==> config.mk <==
export PLATFORM = sky130hd
export DESIGN_NAME = csgen_top
export DESIGN_NICKNAME = d
export VERILOG_FILES = /design/src/rtl/csgen_pkg.sv /design/src/rtl/cs_regfile.sv /design/src/rtl/cs_match.sv /design/src/rtl/cs_term.sv /design/src/rtl/csgen_top.sv
export SDC_FILE = /design/constraint.sdc
export NUM_CORES = 1
export LEC_CHECK = 0
export BUFFER_PORTS_ARGS = -buffer_cell sky130_fd_sc_hd__buf_2
export CORE_ASPECT_RATIO = 2
export CORE_MARGIN = 8
export CORE_UTILIZATION = 59
export DETAILED_ROUTE_END_ITERATION = 8
export GPL_TIMING_DRIVEN = 0
export PLACE_DENSITY_LB_ADDON = 0.12
export SETUP_SLACK_MARGIN = 0.4
export SYNTH_ARGS = -nofsm -noshare
export SYNTH_HDL_FRONTEND = slang
export SYNTH_HIERARCHICAL = 1
export SYNTH_SLANG_ARGS = --single-unit
==> constraint.sdc <==
create_clock -name clk -period 3.2 [get_ports clk]
set_input_delay 0.48 -clock clk [delete_from_list [all_inputs] [get_ports clk]]
set_output_delay 0.48 -clock clk [all_outputs]
set_load 0.05 [all_outputs]
==> src/rtl/csgen_pkg.sv <==
// Package for the chip-select generator: configuration record and decode helpers.
// Assumes a 24-bit address bus whose smallest decoded block is 2K.
package csgen_pkg;
    localparam int ADDR_W = 24;
    localparam int LSB_MIN = 11;
    localparam int BASE_W = ADDR_W - LSB_MIN;

    typedef struct packed {
        logic [BASE_W-1:0] base;
        logic [2:0]        blk;
        logic [1:0]        space;
        logic [2:0]        lvl;
        logic [3:0]        term;
        logic              ds_timed;
        logic [1:0]        lanes;
        logic              port16;
    } cfg_t;

    localparam int CFG_W = $bits(cfg_t);
    localparam logic [3:0] TERM_FAST = 4'd14;
    localparam logic [3:0] TERM_EXT  = 4'd15;

    // Lowest compared address bit for a block-size code.
    function automatic int blk_lsb(input logic [2:0] code);
        case (code)
            3'd0: blk_lsb = 11;
            3'd1: blk_lsb = 13;
            3'd2: blk_lsb = 14;
            3'd3: blk_lsb = 16;
            3'd4: blk_lsb = 17;
            3'd5: blk_lsb = 18;
            3'd6: blk_lsb = 19;
            default: blk_lsb = 20;
        endcase
    endfunction
endpackage

==> src/rtl/cs_regfile.sv <==
// Configuration storage: one record per channel, written one at a time.
// Assumes writes are not made in the middle of a bus cycle. Reset disables all channels.
module cs_regfile #(
    parameter int NCH = 4,
    localparam int CHW = $clog2(NCH)
) (
    input  logic                     clk,
    input  logic                     rst_n,
    input  logic                     we,
    input  logic [CHW-1:0]           ch,
    input  logic [csgen_pkg::CFG_W-1:0] wdata,
    output csgen_pkg::cfg_t          cfg [NCH]
);
    // Hold each channel record; clear it on reset.
    always_ff @(posedge clk) begin
        if (!rst_n) begin
            for (int i = 0; i < NCH; i++) cfg[i] <= '0;
        end else if (we) begin
            cfg[ch] <= csgen_pkg::cfg_t'(wdata);
        end
    end
endmodule

==> src/rtl/cs_match.sv <==
// One channel decoder. It qualifies the cycle on address block, space, level and lanes,
// and registers the active-low select with the chosen strobe timing.
// Assumes addr, fc and the lanes stay stable while the address strobe is low.
module cs_match (
    input  logic                  clk,
    input  logic                  rst_n,
    input  csgen_pkg::cfg_t       cfg,
    input  logic [csgen_pkg::ADDR_W-1:0] addr,
    input  logic [2:0]            fc,
    input  logic                  byte_hi,
    input  logic                  byte_lo,
    input  logic                  as_n,
    input  logic                  ds_n,
    output logic                  hit,
    output logic                  cs_n_q
);
    import csgen_pkg::*;

    logic [BASE_W-1:0] mask;
    logic addr_ok, space_ok, lvl_ok, lane_ok, cpu_cyc;

    // Build the compare mask from the block size and compare the upper address bits.
    always_comb begin
        for (int j = 0; j < BASE_W; j++)
            mask[j] = ((j + LSB_MIN) >= blk_lsb(cfg.blk));
        addr_ok = (((addr[ADDR_W-1:LSB_MIN] ^ cfg.base) & mask) == '0);
    end

    // Qualify the cycle on space, interrupt level and byte lanes.
    always_comb begin
        cpu_cyc = (fc == 3'b111);
        case (cfg.space)
            2'b00: space_ok = cpu_cyc;
            2'b01: space_ok = !cpu_cyc && !fc[2];
            2'b10: space_ok = !cpu_cyc && fc[2];
            default: space_ok = !cpu_cyc;
        endcase
        lvl_ok  = (cfg.space != 2'b00) || (cfg.lvl == 3'd0) || (cfg.lvl == addr[3:1]);
        lane_ok = (cfg.lanes[0] && byte_lo) || (cfg.lanes[1] && byte_hi);
        hit     = addr_ok && space_ok && lvl_ok && lane_ok;
    end

    // Register the select with address- or data-strobe timing.
    always_ff @(posedge clk) begin
        if (!rst_n) cs_n_q <= 1'b1;
        else        cs_n_q <= !(!as_n && hit && (!cfg.ds_timed || !ds_n));
    end


    cs_release_chk: assert property (@(posedge clk) disable iff (!rst_n)
        as_n |=> cs_n_q);

    cs_ds_wait_chk: assert property (@(posedge clk) disable iff (!rst_n)
        (cfg.ds_timed && ds_n) |=> cs_n_q);

    cs_disabled_chk: assert property (@(posedge clk) disable iff (!rst_n)
        (cfg.lanes == 2'b00) |=> cs_n_q);
endmodule

==> src/rtl/cs_term.sv <==
// Cycle termination. It picks the lowest-numbered matching channel at the start of a
// cycle, counts its wait states and drives the port-size acknowledge until the strobe rises.
// Assumes the matches are stable while the address strobe is low.
module cs_term #(
    parameter int NCH = 4
) (
    input  logic            clk,
    input  logic            rst_n,
    input  csgen_pkg::cfg_t cfg [NCH],
    input  logic [NCH-1:0]  hit,
    input  logic            as_n,
    output logic [1:0]      dsack_n
);
    import csgen_pkg::*;

    logic       act_q, armed_q, ack_q, p16_q, ext_q;
    logic [3:0] cnt_q;
    logic       any_hit;
    logic [3:0] w_term;
    logic       w_p16;

    // Priority pick: the lowest-numbered matching channel wins.
    always_comb begin
        any_hit = 1'b0;
        w_term  = 4'd0;
        w_p16   = 1'b0;
        for (int i = NCH - 1; i >= 0; i--) begin
            if (hit[i]) begin
                any_hit = 1'b1;
                w_term  = cfg[i].term;
                w_p16   = cfg[i].port16;
            end
        end
    end

    // Cycle tracking, wait-state countdown and acknowledge generation.
    always_ff @(posedge clk) begin
        if (!rst_n || as_n) begin
            act_q <= 1'b0; armed_q <= 1'b0; ack_q <= 1'b0;
            ext_q <= 1'b0; cnt_q <= 4'd0; p16_q <= 1'b0;
        end else if (!act_q) begin
            act_q <= 1'b1;
            p16_q <= w_p16;
            cnt_q <= w_term;
            ext_q   <= any_hit && (w_term == TERM_EXT);
            ack_q   <= any_hit && (w_term == TERM_FAST);
            armed_q <= any_hit && (w_term < TERM_FAST);
        end else if (armed_q) begin
            if (cnt_q == 4'd0) begin
                ack_q   <= 1'b1;
                armed_q <= 1'b0;
            end else begin
                cnt_q <= cnt_q - 4'd1;
            end
        end
    end

    assign dsack_n = !ack_q ? 2'b11 : (p16_q ? 2'b01 : 2'b10);


    dsack_code_chk: assert property (@(posedge clk) disable iff (!rst_n)
        dsack_n != 2'b00);

    dsack_release_chk: assert property (@(posedge clk) disable iff (!rst_n)
        as_n |=> (dsack_n == 2'b11));

    wait_hold_chk: assert property (@(posedge clk) disable iff (!rst_n)
        (armed_q && cnt_q != 4'd0) |=> (dsack_n == 2'b11));

    ext_quiet_chk: assert property (@(posedge clk) disable iff (!rst_n)
        (act_q && ext_q) |-> (dsack_n == 2'b11));
endmodule

==> src/rtl/csgen_top.sv <==
// Chip-select generator top: configuration storage, one decoder per channel and a
// shared termination unit. Assumes a single bus master and stable cycle qualifiers.
module csgen_top #(
    parameter int NCH = 4,
    localparam int CHW = $clog2(NCH)
) (
    input  logic                        clk,
    input  logic                        rst_n,
    input  logic                        cfg_we,
    input  logic [CHW-1:0]              cfg_ch,
    input  logic [csgen_pkg::CFG_W-1:0] cfg_wdata,
    input  logic [csgen_pkg::ADDR_W-1:0] addr,
    input  logic [2:0]                  fc,
    input  logic                        byte_hi,
    input  logic                        byte_lo,
    input  logic                        as_n,
    input  logic                        ds_n,
    output logic [NCH-1:0]              cs_n,
    output logic [1:0]                  dsack_n
);
    csgen_pkg::cfg_t cfg_q [NCH];
    logic [NCH-1:0]  hit;

    cs_regfile #(.NCH(NCH)) u_regs (
        .clk(clk), .rst_n(rst_n), .we(cfg_we), .ch(cfg_ch),
        .wdata(cfg_wdata), .cfg(cfg_q)
    );

    for (genvar g = 0; g < NCH; g++) begin : g_ch
        cs_match u_match (
            .clk(clk), .rst_n(rst_n), .cfg(cfg_q[g]), .addr(addr), .fc(fc),
            .byte_hi(byte_hi), .byte_lo(byte_lo), .as_n(as_n), .ds_n(ds_n),
            .hit(hit[g]), .cs_n_q(cs_n[g])
        );
    end

    cs_term #(.NCH(NCH)) u_term (
        .clk(clk), .rst_n(rst_n), .cfg(cfg_q), .hit(hit),
        .as_n(as_n), .dsack_n(dsack_n)
    );
endmodule

==> results.ini <==
[status]
run_status = finished, final reports clean

[route]
avgRoutedWirePerCell_um = 20.4
finalWirelength_um = 18900
final_antenna_net_count = 0
detailedRoute.firstPassIterationCount = 7
drc_errors = 0
vias_per_cell = 5.93
drt_iter0_drc = 341
detailroute.via_count = 5498

[place]
io_buffer_count = 62
place.gp.congestion = 0.910
placed_cells_incl_taps = 885
detailed_place_hpwl_um = 13600

[synth]
synth-seq-cells = 128
synth_area_leaders = dfxtp_1 40%, mux2i_1 18%, nand2_1 9.4%, xnor2_1 5.6%, xor2_1 3.6%
synth.avg_cell_area_um2 = 9.27
postSynthCellCount = 686
post_synthesis_sequential_area_ratio_pct = 40.3
synth_top_cell_area_share_pct = 40.3
postSynth.topFlopCell = dfxtp_1
synth_area_leader_cell = dfxtp_1
yosys.cell_count.top_type = nand2_1
syn-cell-area_um2 = 6360
ys_warn_count = 6
synthArstFlopShare_pct = 0
synth.cells.most_frequent = 160 x nand2_1, 128 x dfxtp_1, 116 x mux2i_1
synth.distinct_cells = 45
postSynthNetCount = 764
synth_edf_count = 0

[cts]
clk_path_buf_depth = 2
cts_sinks = 128
clk_pin_slew_ns = 0.06
cts_htree_levels = 4
holdBufCountCts = 0
cts-buffers-inserted = 17
clk_latency_ns = 0.42
ctsRootBufferMaster = clkbuf_16
tritoncts = done

[cells_and_area]
layout-area-overhead-vs-synth_pct = 19.6
drive_gt1_share_pct = 19.5
layout.nets = 855
antenna_cells_inserted = 0
stdcell_count = 927

[sta]
setup_repair_after_global_routing_missed_its_margin = no
timing_max_transition_violations_final = 0
report.final.hold_viol_count = 0
finalClockSkew_ns = 0.00743
timing.final.setup_violations = 0
setup_tns_ns = 0
max_freq_mhz = 376
layout_min_cycle_time_ns = 2.66
final_min_period_over_clock_period_pct = 83.2
timing_worst_slew_pin_value_ns = 0.703
max-slew-margin-rel_pct = 53.1

[pwr]
power.density_nw_per_um2 = 554
ir_drop_uv = 468
leakage_nw = 3.40

[global_route]
largest_net_degree_at_the_start_of_global_routing = 17
grt.total_usage_pct = 26.3
first_global_vias = 5693
grt_antenna_before_repair = 0
grt_first_pass_wirelength_um = 28600
grt.overflow.total = 0

[worst_hold_path]
worstHoldPathType = input pin to register

[die]
core_area_um2 = 10500
initial_core_util_pct = 60.7
boundaryPins = 71
die_width_um = 89.4
die_height_um = 163
die_area_um2 = 14600
fp-row-count = 53

[worst_setup_path]
path_max_fanout = 5
cp.required_ns = 3.51
worst-endpoint-arrival_ns = 2.97
crit_type = register to register
worstSetupEndpointType = register
setup.worst_path.start_class = register

[flow_run]
cap_violations = 0

-- kinds of logic after synthesis --
kind of cell | count (synthesis) | synth area share, %
flip-flops | 128 | 40.3
AND/OR/NAND/NOR | 228 | 16.1
multiplexers | 116 | 18.3
XOR/XNOR | 67 | 9.23
buffers and inverters | 54 | 4.41
AO/OA/AOI/OAI | 80 | 9.11
adder cells (fa/ha/maj) | 13 | 2.56
-- routing by layer --
| metal | GRT usage [%] | up-vias | share of wire, % |
|---|---|---|---|
| li1 | - | 2555 | - |
| met1 | 25.8 | 2658 | 36 |
| met2 | 46.9 | 216 | 54 |
| met3 | 5.61 | 69 | 5.0 |
| met4 | 18.0 | 0 | 4.7 |
| met5 | 0 | - | 0 |
-- stage by stage --
stage          util [%]  cell area, um2  hold WS (ns)  total power [mW]  worst slack (ns)
6_report           72.6            7600         0.380              4.21             0.539
5_1_grt            72.6            7600         0.385              4.33             0.402
4_1_cts            71.6            7500         0.366              4.22             0.426
3_5_place_dp       65.3            6840         0.457              2.10             0.297
3_3_place_gp       65.3            6840         0.444              2.09             0.307
2_1_floorplan         -            6360         0.434              1.95             0.915
-- worst paths after layout --
path	start	slack, ns	depth (start not counted)	end
worst max-delay path	u_regs/cfg[41]$_SDFFE_PN0P_	0.54	13	u_term/armed_q$_SDFF_PN0_
worst min-delay path	cfg_wdata[22]	0.38	3	u_regs/cfg[51]$_SDFFE_PN0P_
worst max register to register	u_regs/cfg[41]$_SDFFE_PN0P_	0.54	13	u_term/armed_q$_SDFF_PN0_
worst min register to register	u_regs/cfg[29]$_SDFFE_PN0P_	0.46	2	u_regs/cfg[29]$_SDFFE_PN0P_
-- timing repair --
action                                  4_1_cts  5_1_grt
endpoints found under the setup margin        2        7
endpoints found under the hold margin         0        0
pin swaps                                     1       10
gates resized for setup                       1       18
setup buffers                                 1        8
gates cloned                                  0        1
-- area by class of cell --
cell class	count	area, um2
buffer	32	208
clock buffer	19	443
clock inverter	13	210
fill	812	2870
inverter	22	82.6
multi-input combinational	504	3530
sequential	128	2570
tap	137	171
timing repair buffer	72	383
-- layout by cell type, fill, tap and decap left out, types with 13 or more instances in the layout --
master     synthesis  final
dfxtp_1          128    122
buf_4              4     13
xor2_1            26     26
clkbuf_16          0     17
mux2i_1          116    116
xnor2_1           41     41
nand2_1          160    160
a21oi_1           17     17
inv_1             20     20
ha_1              13     13
buf_2             14     76
-- power breakdown --
group          total, mW  internal (mW)  switching [mW]
clock network       2.13           1.40           0.728
registers           1.69           1.65          0.0447
logic              0.389          0.156           0.233
total               4.21           3.21            1.01
-- flip-flops by register name (all words and copies together) (netlist names) --
signal               flops
u_regs/cfg             116
g_ch.u_match/cs_n_q      4
u_term/cnt_q             4
u_term/ack_q             1
u_term/act_q             1
u_term/armed_q           1
u_term/p16_q             1
-- worst max-delay path, stage by stage (launching register included) --
cell and delay (ns):
dfxtp_4 0.38, inv_1 0.05, ha_1 0.28, nand2_1 0.05, a21oi_1 0.12, o21ai_1 0.10, a221oi_2 0.44, and3_4 0.27
buf_6 0.12, a211oi_2 0.07, a211oi_2 0.18, buf_4 0.16, nand3_2 0.10, a32o_1 0.23
Note: power is estimated with default switching activity, not from simulation.
